==> src/rtl/tbp_pkg.sv <==
package tbp_pkg;

    localparam logic [7:0]  TBP_RESET_CMD   = 8'hF0;
    localparam int unsigned TBP_TOGGLE_POS  = 6;
    localparam int unsigned TBP_TIMEOUT_POS = 5;

    typedef enum logic [3:0] {
        ST_IDLE,
        ST_RD_A,
        ST_RD_B,
        ST_EVAL,
        ST_CF_A,
        ST_CF_B,
        ST_CEVAL,
        ST_RESET_WR
    } tbp_state_e;

    typedef struct packed {
        logic toggled;
        logic expired;
    } tbp_flags_t;

    function automatic logic is_fetch_state(tbp_state_e s);
        return (s == ST_RD_A) || (s == ST_RD_B) || (s == ST_CF_A) || (s == ST_CF_B);
    endfunction

    function automatic logic is_first_of_pair(tbp_state_e s);
        return (s == ST_RD_A) || (s == ST_CF_A);
    endfunction

    function automatic logic is_second_of_pair(tbp_state_e s);
        return (s == ST_RD_B) || (s == ST_CF_B);
    endfunction

endpackage

==> src/rtl/tbp_pair_judge.sv <==
module tbp_pair_judge
    import tbp_pkg::*;
#(
    parameter int unsigned TOG_POS = TBP_TOGGLE_POS,
    parameter int unsigned TMO_POS = TBP_TIMEOUT_POS
) (
    input  logic       clk,
    input  logic       rst,
    input  logic       load_first,
    input  logic       load_second,
    input  logic [7:0] sample,
    output tbp_flags_t flags
);
    localparam logic [7:0] TOG_MASK = 8'(1 << TOG_POS);
    localparam logic [7:0] TMO_MASK = 8'(1 << TMO_POS);

    logic [7:0] first_q;
    logic [7:0] second_q;

    always_ff @(posedge clk) begin
        if (rst) begin
            first_q  <= '0;
            second_q <= '0;
        end else begin
            if (load_first)  first_q  <= sample;
            if (load_second) second_q <= sample;
        end
    end

    // Flip bit compared across the pair; limit bit taken from the later read.
    assign flags.toggled = |((first_q ^ second_q) & TOG_MASK);
    assign flags.expired = |(second_q & TMO_MASK);

endmodule

==> src/rtl/tbp_rd_port.sv <==
module tbp_rd_port #(
    parameter int unsigned AW = 20
) (
    input  logic          clk,
    input  logic          rst,
    input  logic          go,
    input  logic [AW-1:0] go_addr,
    output logic          rd_req,
    output logic [AW-1:0] rd_addr,
    input  logic          rd_ack,
    input  logic [7:0]    rd_data,
    output logic          got,
    output logic [7:0]    got_data
);
    always_ff @(posedge clk) begin
        if (rst) begin
            rd_req   <= 1'b0;
            rd_addr  <= '0;
            got      <= 1'b0;
            got_data <= '0;
        end else begin
            got <= 1'b0;
            if (rd_req) begin
                if (rd_ack) begin
                    rd_req   <= 1'b0;
                    got      <= 1'b1;
                    got_data <= rd_data;
                end
            end else if (go) begin
                rd_req  <= 1'b1;
                rd_addr <= go_addr;
            end
        end
    end

endmodule

==> src/rtl/tbp_wr_port.sv <==
module tbp_wr_port #(
    parameter int unsigned AW = 20
) (
    input  logic          clk,
    input  logic          rst,
    input  logic          go,
    input  logic [AW-1:0] go_addr,
    input  logic [7:0]    go_data,
    output logic          wr_req,
    output logic [AW-1:0] wr_addr,
    output logic [7:0]    wr_data,
    input  logic          wr_ack,
    output logic          sent
);
    always_ff @(posedge clk) begin
        if (rst) begin
            wr_req  <= 1'b0;
            wr_addr <= '0;
            wr_data <= '0;
            sent    <= 1'b0;
        end else begin
            sent <= 1'b0;
            if (wr_req) begin
                if (wr_ack) begin
                    wr_req <= 1'b0;
                    sent   <= 1'b1;
                end
            end else if (go) begin
                wr_req  <= 1'b1;
                wr_addr <= go_addr;
                wr_data <= go_data;
            end
        end
    end

endmodule

==> src/rtl/tbp_poll_limit.sv <==
module tbp_poll_limit #(
    parameter int unsigned MAX_POLLS = 1024
) (
    input  logic clk,
    input  logic rst,
    input  logic clear,
    input  logic step,
    output logic at_cap
);
    generate
        if (MAX_POLLS == 0) begin : g_uncapped
            logic unused_in;
            assign unused_in = clk ^ rst ^ clear ^ step;
            assign at_cap    = 1'b0;
        end else begin : g_capped
            localparam int unsigned   CNT_W = $clog2(MAX_POLLS + 2);
            localparam logic [CNT_W-1:0] LIMIT = CNT_W'(MAX_POLLS);

            logic [CNT_W-1:0] cnt_q;

            always_ff @(posedge clk) begin
                if (rst || clear) begin
                    cnt_q <= '0;
                end else if (step && (cnt_q < LIMIT)) begin
                    cnt_q <= cnt_q + 1'b1;
                end
            end

            assign at_cap = (cnt_q == LIMIT);
        end
    endgenerate

endmodule

==> src/rtl/tbp_ctrl.sv <==
module tbp_ctrl
    import tbp_pkg::*;
#(
    parameter int unsigned AW        = 20,
    parameter int unsigned MAX_POLLS = 1024,
    parameter int unsigned TOG_POS   = TBP_TOGGLE_POS,
    parameter int unsigned TMO_POS   = TBP_TIMEOUT_POS
) (
    input  logic          clk,
    input  logic          rst,
    input  logic          start,
    input  logic [AW-1:0] poll_addr,
    output logic          rd_req,
    output logic [AW-1:0] rd_addr,
    input  logic          rd_ack,
    input  logic [7:0]    rd_data,
    output logic          wr_req,
    output logic [AW-1:0] wr_addr,
    output logic [7:0]    wr_data,
    input  logic          wr_ack,
    output logic          done,
    output logic          pass,
    output logic          fail
);
    tbp_state_e    state_q, state_d;
    logic [AW-1:0] addr_q;
    logic          start_acc;
    logic          rd_go, rd_got;
    logic [7:0]    rd_sample;
    logic          wr_go, wr_sent;
    logic          load_first, load_second, pair_step;
    logic          at_cap;
    logic          finish_pass, finish_fail;
    tbp_flags_t    flags;

    assign start_acc   = start && (state_q == ST_IDLE);
    assign rd_go       = is_fetch_state(state_q) && !rd_req && !rd_got;
    assign wr_go       = (state_q == ST_RESET_WR) && !wr_req && !wr_sent;
    assign load_first  = rd_got && is_first_of_pair(state_q);
    assign load_second = rd_got && is_second_of_pair(state_q);
    assign pair_step   = rd_got && (state_q == ST_RD_B);

    tbp_rd_port #(.AW(AW)) rd_port_i (
        .clk      (clk),
        .rst      (rst),
        .go       (rd_go),
        .go_addr  (addr_q),
        .rd_req   (rd_req),
        .rd_addr  (rd_addr),
        .rd_ack   (rd_ack),
        .rd_data  (rd_data),
        .got      (rd_got),
        .got_data (rd_sample)
    );

    tbp_wr_port #(.AW(AW)) wr_port_i (
        .clk     (clk),
        .rst     (rst),
        .go      (wr_go),
        .go_addr (addr_q),
        .go_data (TBP_RESET_CMD),
        .wr_req  (wr_req),
        .wr_addr (wr_addr),
        .wr_data (wr_data),
        .wr_ack  (wr_ack),
        .sent    (wr_sent)
    );

    tbp_pair_judge #(.TOG_POS(TOG_POS), .TMO_POS(TMO_POS)) judge_i (
        .clk         (clk),
        .rst         (rst),
        .load_first  (load_first),
        .load_second (load_second),
        .sample      (rd_sample),
        .flags       (flags)
    );

    tbp_poll_limit #(.MAX_POLLS(MAX_POLLS)) limit_i (
        .clk    (clk),
        .rst    (rst),
        .clear  (start_acc),
        .step   (pair_step),
        .at_cap (at_cap)
    );

    always_comb begin
        state_d     = state_q;
        finish_pass = 1'b0;
        finish_fail = 1'b0;
        unique case (state_q)
            ST_IDLE:  if (start) state_d = ST_RD_A;
            ST_RD_A:  if (rd_got) state_d = ST_RD_B;
            ST_RD_B:  if (rd_got) state_d = ST_EVAL;
            ST_EVAL: begin
                if (!flags.toggled) begin
                    finish_pass = 1'b1;
                    state_d     = ST_IDLE;
                end else if (flags.expired) begin
                    state_d = ST_CF_A;
                end else if (at_cap) begin
                    state_d = ST_RESET_WR;
                end else begin
                    state_d = ST_RD_A;
                end
            end
            ST_CF_A:  if (rd_got) state_d = ST_CF_B;
            ST_CF_B:  if (rd_got) state_d = ST_CEVAL;
            ST_CEVAL: begin
                if (!flags.toggled) begin
                    finish_pass = 1'b1;
                    state_d     = ST_IDLE;
                end else begin
                    state_d = ST_RESET_WR;
                end
            end
            ST_RESET_WR: begin
                if (wr_sent) begin
                    finish_fail = 1'b1;
                    state_d     = ST_IDLE;
                end
            end
            default: state_d = ST_IDLE;
        endcase
    end

    always_ff @(posedge clk) begin
        if (rst) begin
            state_q <= ST_IDLE;
            addr_q  <= '0;
            done    <= 1'b0;
            pass    <= 1'b0;
            fail    <= 1'b0;
        end else begin
            state_q <= state_d;
            done    <= finish_pass || finish_fail;
            if (start_acc) begin
                addr_q <= poll_addr;
                pass   <= 1'b0;
                fail   <= 1'b0;
            end else begin
                if (finish_pass) pass <= 1'b1;
                if (finish_fail) fail <= 1'b1;
            end
        end
    end

endmodule

==> config.mk <==
export PLATFORM = sky130hd
export DESIGN_NAME = tbp_ctrl
export DESIGN_NICKNAME = d
export VERILOG_FILES = /design/src/rtl/tbp_pkg.sv /design/src/rtl/tbp_pair_judge.sv /design/src/rtl/tbp_rd_port.sv /design/src/rtl/tbp_wr_port.sv /design/src/rtl/tbp_poll_limit.sv /design/src/rtl/tbp_ctrl.sv
export SDC_FILE = /design/constraint.sdc
export NUM_CORES = 1
export LEC_CHECK = 0
export BUFFER_PORTS_ARGS = -buffer_cell sky130_fd_sc_hd__clkbuf_2
export CORE_ASPECT_RATIO = 0.8
export CORE_MARGIN = 3
export CORE_UTILIZATION = 45
export CTS_BUF_LIST = sky130_fd_sc_hd__clkbuf_2 sky130_fd_sc_hd__clkbuf_4 sky130_fd_sc_hd__clkbuf_8
export DETAILED_ROUTE_END_ITERATION = 10
export HOLD_SLACK_MARGIN = 0.15
export PLACE_DENSITY = 0.67
export SLEW_MARGIN = 10
export SYNTH_ARGS = -nofsm -noshare
export SYNTH_HDL_FRONTEND = slang
export SYNTH_SLANG_ARGS = --single-unit
==> constraint.sdc <==
create_clock -name clk -period 4.5 [get_ports clk]
set_input_delay 1.35 -clock clk [delete_from_list [all_inputs] [get_ports clk]]
set_output_delay 1.35 -clock clk [all_outputs]
set_load 0.01 [all_outputs]
==> results of run 1 <==
[cell usage after synthesis, types with 2 or more instances]
cell type / n / area (um^2)
sky130_fd_sc_hd__nand2_1: 93 / 349
sky130_fd_sc_hd__dfxtp_1: 87 / 1740
sky130_fd_sc_hd__a21oi_1: 48 / 240
sky130_fd_sc_hd__nor2_1: 42 / 158
sky130_fd_sc_hd__mux2i_1: 26 / 260
sky130_fd_sc_hd__clkbuf_1: 14 / 52.6
sky130_fd_sc_hd__buf_2: 9 / 45.0
sky130_fd_sc_hd__nand3_1: 9 / 45.0
sky130_fd_sc_hd__buf_4: 8 / 60.1
sky130_fd_sc_hd__inv_1: 7 / 26.3
sky130_fd_sc_hd__o21ai_0: 7 / 35.0
sky130_fd_sc_hd__or3_1: 4 / 25.0
sky130_fd_sc_hd__xor2_1: 4 / 35.0
sky130_fd_sc_hd__nand4_1: 3 / 18.8
sky130_fd_sc_hd__nor3_1: 3 / 15.0
sky130_fd_sc_hd__or4_1: 3 / 22.5
sky130_fd_sc_hd__xnor2_1: 3 / 26.3
sky130_fd_sc_hd__a211oi_1: 2 / 15.0
sky130_fd_sc_hd__a31oi_1: 2 / 12.5
sky130_fd_sc_hd__and3_1: 2 / 12.5
sky130_fd_sc_hd__and3b_1: 2 / 17.5
sky130_fd_sc_hd__ha_1: 2 / 25.0
sky130_fd_sc_hd__nand2b_1: 2 / 12.5
sky130_fd_sc_hd__o31ai_1: 2 / 15.0
[cell type report]
cell class                      count  share of cell area
Multi-Input combinational cell    282               0.382
Clock buffer                        9              0.0306
Tap cell                          101              0.0312
Timing Repair Buffer               79               0.100
Inverter                            7             0.00649
Clock inverter                      7              0.0195
Sequential cell                    87               0.430
[state kept, by name, indices dropped and copies added, names as in the netlist]
name,cells
addr_q,20
rd_port_i.rd_addr,20
wr_port_i.wr_addr,20
limit_i.g_capped.cnt_q,11
state_q,3
judge_i.second_q,2
rd_port_i.got_data,2
done,1
fail,1
judge_i.first_q,1
pass,1
rd_port_i.got,1
rd_port_i.rd_req,1
wr_port_i.sent,1
wr_port_i.wr_data,1
wr_port_i.wr_req,1
[power groups by stage]
| stage | registers, mW | logic [mW] | clock network (mW) |
|---|---|---|---|
| floorplan | 0.913 | 0.384 | 0 |
| global placement | 0.946 | 0.472 | 0 |
| detailed placement | 0.951 | 0.486 | 0 |
| CTS | 0.932 | 0.487 | 0.573 |
| global route | 0.947 | 0.533 | 0.606 |
| finish | 0.932 | 0.480 | 0.551 |
[worst max-delay path, delay by kind of cell]
kind / cells / cell delay (ns)
AND/OR/NAND/NOR: 3 / 1.11
buffers and inverters: 2 / 0.35
AO/OA/AOI/OAI: 1 / 0.07
[kinds of logic (layout without fill, tap and decap cells)]
logic type	after synthesis	after routing	share of synthesized area
compound gates	70	70	0.114
xor+xnor	7	7	0.0177
fa+ha+maj	2	2	0.00724
buf+inv	39	102	0.0565
flops	87	87	0.504
mux	27	27	0.0786
other cells	1	4	0.00109
simple gates	172	172	0.220
[final timing paths]
check | endpoint | cells past startpoint | slack, ns
worst max-delay path | limit_i.g_capped.cnt_q[9]$_SDFFE_PP0P_ | 6 | 1.90
worst min-delay path | wr_port_i.wr_addr[6]$_SDFFE_PP0P_ | 2 | 0.46
worst max register to register | limit_i.g_capped.cnt_q[9]$_SDFFE_PP0P_ | 5 | 2.27
worst min register to register | wr_port_i.wr_addr[6]$_SDFFE_PP0P_ | 2 | 0.46
[metal layers]
metal	vias to the layer above	track usage	part of all wire
met5	-	0	0
met4	0	0.0556	0.0096
met3	7	0.0646	0.068
met2	80	0.278	0.45
met1	1314	0.243	0.47
li1	1469	-	-
==> results.yml, run 1 <==
status:
  status: "completed"
worst_setup_path:
  crit_path_start: "start"
  critical_path.reg2reg.startpoint: "state_q[0]$_SDFFE_PP0P_"
  startpoint_type: "input pin"
  end_kind: "register"
  cp_data_arrival_time_ns: 2.88
  crit_fanout: 22
  slowest_stage: "sky130_fd_sc_hd__or4_1"
  cp_data_required_time_ns: 4.79
  timing_worst_setup_path_type: "in2reg"
  crit_path_cell_trace: "clkbuf_2 > nor4b_2 > buf_4 > or2_2 > or4_1 > o21ai_0"
  critPathMaxStageDelay_ns: 0.52
sta:
  finalCriticalPeriod_ns: 2.60
  report.final.hold_viol_count: 0
  rsz_0062_raised_after_global_routing: "false"
  worst-slew-pin-transition_ns: 0.867
  drv_slew: 0
  fmaxAchievable_mhz: 385
  worst_slew_margin_relative_to_its_limit: 0.420
  timing.hold.ws_ns: 0.459
  setup_ws_final_ns: 1.90
  finalClockSkew_ns: 0.0110
  setup-tns-final_ns: 0
  fin_crit_sh: 0.578
  setup_viol_count_final: 0
clock_network:
  ctsHtreeMaxLevel: 3
  cts_setup_buffers: 0
  cts_hold_repair.buffers: 0
  clock_sink_count: 87
  cts_tree: "built"
  cts.repair.resized: 0
  insertion_delay_ns: 0.36
  clock_tree.buffer_depth: 2
  cts-root-buf: "sky130_fd_sc_hd__clkbuf_8"
  cts.reportedPaths.clkPinSlew_ns: 0.09
  cts_buffers: 9
power_and_ir_drop:
  max-vdd-ir-drop_mv: 0.202
  power.share.sequential: 0.475
  powerDensity_nw_per_um2: 485
  power_switching_share: 0.335
  power.clock.fraction: 0.281
  power_report.internal_total_mw: 1.31
  combinationalPowerShare: 0.244
  power_switching_mw: 0.657
  p_leak_nw: 1.76
  total_power_mw: 1.96
logic_synthesis:
  synth_area_per_cell_um2: 8.53
  synth_sequential_area_ratio: 0.504
  synthArstFlopShare: 0
  yosys.cell_types.count: 45
  synth_seq_cells: 87
  post_synth_instance_area_um2: 3460
  postSynthCellCount: 405
  synth-warning-count: 0
  synthFlopType: "sky130_fd_sc_hd__dfxtp_1"
  synth_enable_flop_cells: 0
placed_design:
  gp_routability_congestion: 0.838
  place_area_um2: 3840
  post-place-cells: 556
  place_ws_ns: 1.51
  place.detailed.hpwl_um: 5100
  io_buffers: 75
floorplan:
  top_level_ports: 86
  fp.dieArea_um2: 8770
  fp-row-count: 27
  die-width_um: 104
  dieHeight_um: 84.4
  starting_utilization_of_the_core_area: 0.483
  placeableCoreArea_um2: 7160
final_layout:
  layout.filler_cells: 682
  multi_input_area_um2: 1550
  fin_util: 0.565
  syn2layout_area_growth_pct: 17.1
  number_of_antenna_repair_diodes: 0
  fin_cells: 572
  post_route_cells_drive_above_1_share: 0.221
  top_library_cells_by_usage_in_the_layout_fill_and_taps_aside: "93 x sky130_fd_sc_hd__nand2_1, 87 x sky130_fd_sc_hd__dfxtp_1, 75 x sky130_fd_sc_hd__clkbuf_2, 48 x sky130_fd_sc_hd__a21oi_1, 42 x sky130_fd_sc_hd__nor2_1"
  seq_area_um2: 1740
  fin_area_um2: 4050
  most_common_cell_after_layout_fill_and_taps_aside: "sky130_fd_sc_hd__nand2_1"
  nets: 501
detailed_routing:
  via_count_of_the_routed_design: 2870
  drtPass1Iterations: 4
  routed_via_density: 5.02
  drt_iter0_drc: 145
  routed_wirelength_um: 7620
  wl_per_cell_um: 13.3
  post-route-drc-count: 0
  final_antenna_net_count: 0
grt:
  grt_start_max_net_pins: 75
  global_route.overflow_total: 0
  global_route.usage.total: 0.182
  initial_antenna_violation_count: 0
  grt_pass1_vias: 2680
  grt_pass1_wl_um: 13000
worst_hold_path:
  holdCritStartpoint: "wr_port_i.wr_addr[6]$_SDFFE_PP0P_"
  hold_class: "reg2reg"
job:
  drv_cap: 0
Note: power is estimated with default switching activity, not from simulation.
==> inputs of run 2 (changes only) <==
- PLACE_DENSITY: 0.67 -> 0.7
- clock period: 4.5 -> 2.3 ns (I/O delays scaled with it)
==> run 2 against run 1 <==
Effect of this change: setup slack worse by 1.6 ns; wire length down 0.29%; via count up 1.3%; flip-flop and latch count unchanged; non-clock buffer count up 6; sequential share of layout area down 0.33 points; critical path type is now reg2reg.
==> results.yml, run 2 (same netlist as run 1, synthesis figures left out) <==
status:
  status: "completed"
detailed_routing:
  via_count_of_the_routed_design: 2908
  wl_per_cell_um: 13.1
  drt_iter0_drc: 145
  drtPass1Iterations: 4
  post-route-drc-count: 0
  routed_wirelength_um: 7600
  routed_via_density: 5.03
  final_antenna_net_count: 0
final_layout:
  number_of_antenna_repair_diodes: 0
  biggestRegsByFlops: "addr_q (20), rd_port_i.rd_addr (20), wr_port_i.wr_addr (20)"
  syn2layout_area_growth_pct: 18.0
  top_library_cells_by_usage_in_the_layout_fill_and_taps_aside: "93 x sky130_fd_sc_hd__nand2_1, 87 x sky130_fd_sc_hd__dfxtp_1, 75 x sky130_fd_sc_hd__clkbuf_2, 48 x sky130_fd_sc_hd__a21oi_1, 42 x sky130_fd_sc_hd__nor2_1"
  most_common_cell_after_layout_fill_and_taps_aside: "sky130_fd_sc_hd__nand2_1"
  post_route_cells_drive_above_1_share: 0.231
  nets: 507
  fin_area_um2: 4080
power_and_ir_drop:
  powerDensity_nw_per_um2: 928
  max-vdd-ir-drop_mv: 0.356
  p_leak_nw: 1.78
floorplan:
  fp-row-count: 27
  dieHeight_um: 84.4
  fp.dieArea_um2: 8770
  starting_utilization_of_the_core_area: 0.483
  die-width_um: 104
  placeableCoreArea_um2: 7160
  top_level_ports: 86
sta:
  finalCriticalPeriod_ns: 1.95
  worst_slew_margin_relative_to_its_limit: 0.560
  setup_viol_count_final: 0
  worst-slew-pin-transition_ns: 0.656
  timing.hold.ws_ns: 0.457
  setup-tns-final_ns: 0
  report.final.hold_viol_count: 0
  fin_crit_sh: 0.849
  rsz_0062_raised_after_global_routing: "false"
  fmaxAchievable_mhz: 512
  finalClockSkew_ns: 0.00679
  drv_slew: 0
clock_network:
  ctsHtreeMaxLevel: 3
  clock_sink_count: 87
  cts-root-buf: "sky130_fd_sc_hd__clkbuf_8"
  cts.repair.resized: 0
  cts_tree: "built"
  clock_tree.buffer_depth: 2
  cts_buffers: 9
  cts_hold_repair.buffers: 0
  insertion_delay_ns: 0.35
  cts_setup_buffers: 0
  cts.reportedPaths.clkPinSlew_ns: 0.09
worst_setup_path:
  startpoint_type: "register"
  reg2reg_slack_ns: 0.35
  critPathMaxStageDelay_ns: 0.67
  slowest_stage: "sky130_fd_sc_hd__dfxtp_1"
  timing_worst_setup_path_type: "reg2reg"
  worst_r2r_path_depth: 4
  end_kind: "register"
  cp_data_arrival_time_ns: 2.24
  cp_data_required_time_ns: 2.58
  crit_path_cell_trace: "nor4b_4 > nand4_2 > or3_1 > a21oi_1"
  crit_fanout: 16
grt:
  initial_antenna_violation_count: 0
  grt_pass1_vias: 2666
  grt_pass1_wl_um: 12800
  grt_start_max_net_pins: 44
  global_route.usage.total: 0.177
  global_route.overflow_total: 0
placed_design:
  place_area_um2: 3890
  place.detailed.hpwl_um: 5160
  gp_routability_congestion: 0.856
  io_buffers: 75
job:
  drv_cap: 0
worst_hold_path:
  hold_path_depth: 2
  hold_class: "reg2reg"
run 2: worst paths after layout:
| check | startpoint | end |
|---|---|---|
| max | state_q[1]$_SDFFE_PP0P_ | limit_i.g_capped.cnt_q[6]$_SDFFE_PP0P_ |
| min | wr_port_i.wr_addr[5]$_SDFFE_PP0P_ | wr_port_i.wr_addr[5]$_SDFFE_PP0P_ |
| min reg2reg | wr_port_i.wr_addr[5]$_SDFFE_PP0P_ | wr_port_i.wr_addr[5]$_SDFFE_PP0P_ |
| max reg2reg | state_q[1]$_SDFFE_PP0P_ | limit_i.g_capped.cnt_q[6]$_SDFFE_PP0P_ |
run 2: final cells by class:
type,instances,area (um^2)
fillers,667,3080
well taps,101,126
flip-flops and latches,87,1740
clock buffers,10,138
multi-input cells,282,1550
repair buffers,85,450
clock inverters,6,51.3
inverters,7,26.3
run 2: per-stage QoR:
step / util / setup WS (ns) / std cells / total power, mW
final: 0.570 / 0.347 / 578 / 3.78
after global routing: 0.570 / 0.194 / 578 / 4.01
after CTS: 0.570 / 0.360 / 578 / 3.83
after detailed placement: 0.543 / 0.379 / 562 / 2.82
after global placement: 0.543 / 0.393 / 562 / 2.80
after floorplan: - / 0.559 / 408 / 2.54
run 2: where the power goes:
part           internal, mW  leakage (nW)  switching, mW
clock network         0.435        0.0870          0.563
logic                 0.430         0.987          0.563
registers              1.65         0.705          0.145
total                  2.51          1.78           1.27
run 2: routing by layer:
metal | vias to the layer above | track usage | wire length (um)
met1 | 1342 | 0.225 | 3610
met3 | 8 | 0.0638 | 544
li1 | 1476 | - | -
met2 | 82 | 0.288 | 3380
met5 | - | 0 | 0
met4 | 0 | 0.0447 | 68
run 2: worst max-delay path: cells and delay by family (launching register included):
kind | cells | cell delay (ns)
flops | 1 | 0.67
compound gates | 1 | 0.13
simple gates | 3 | 1.08
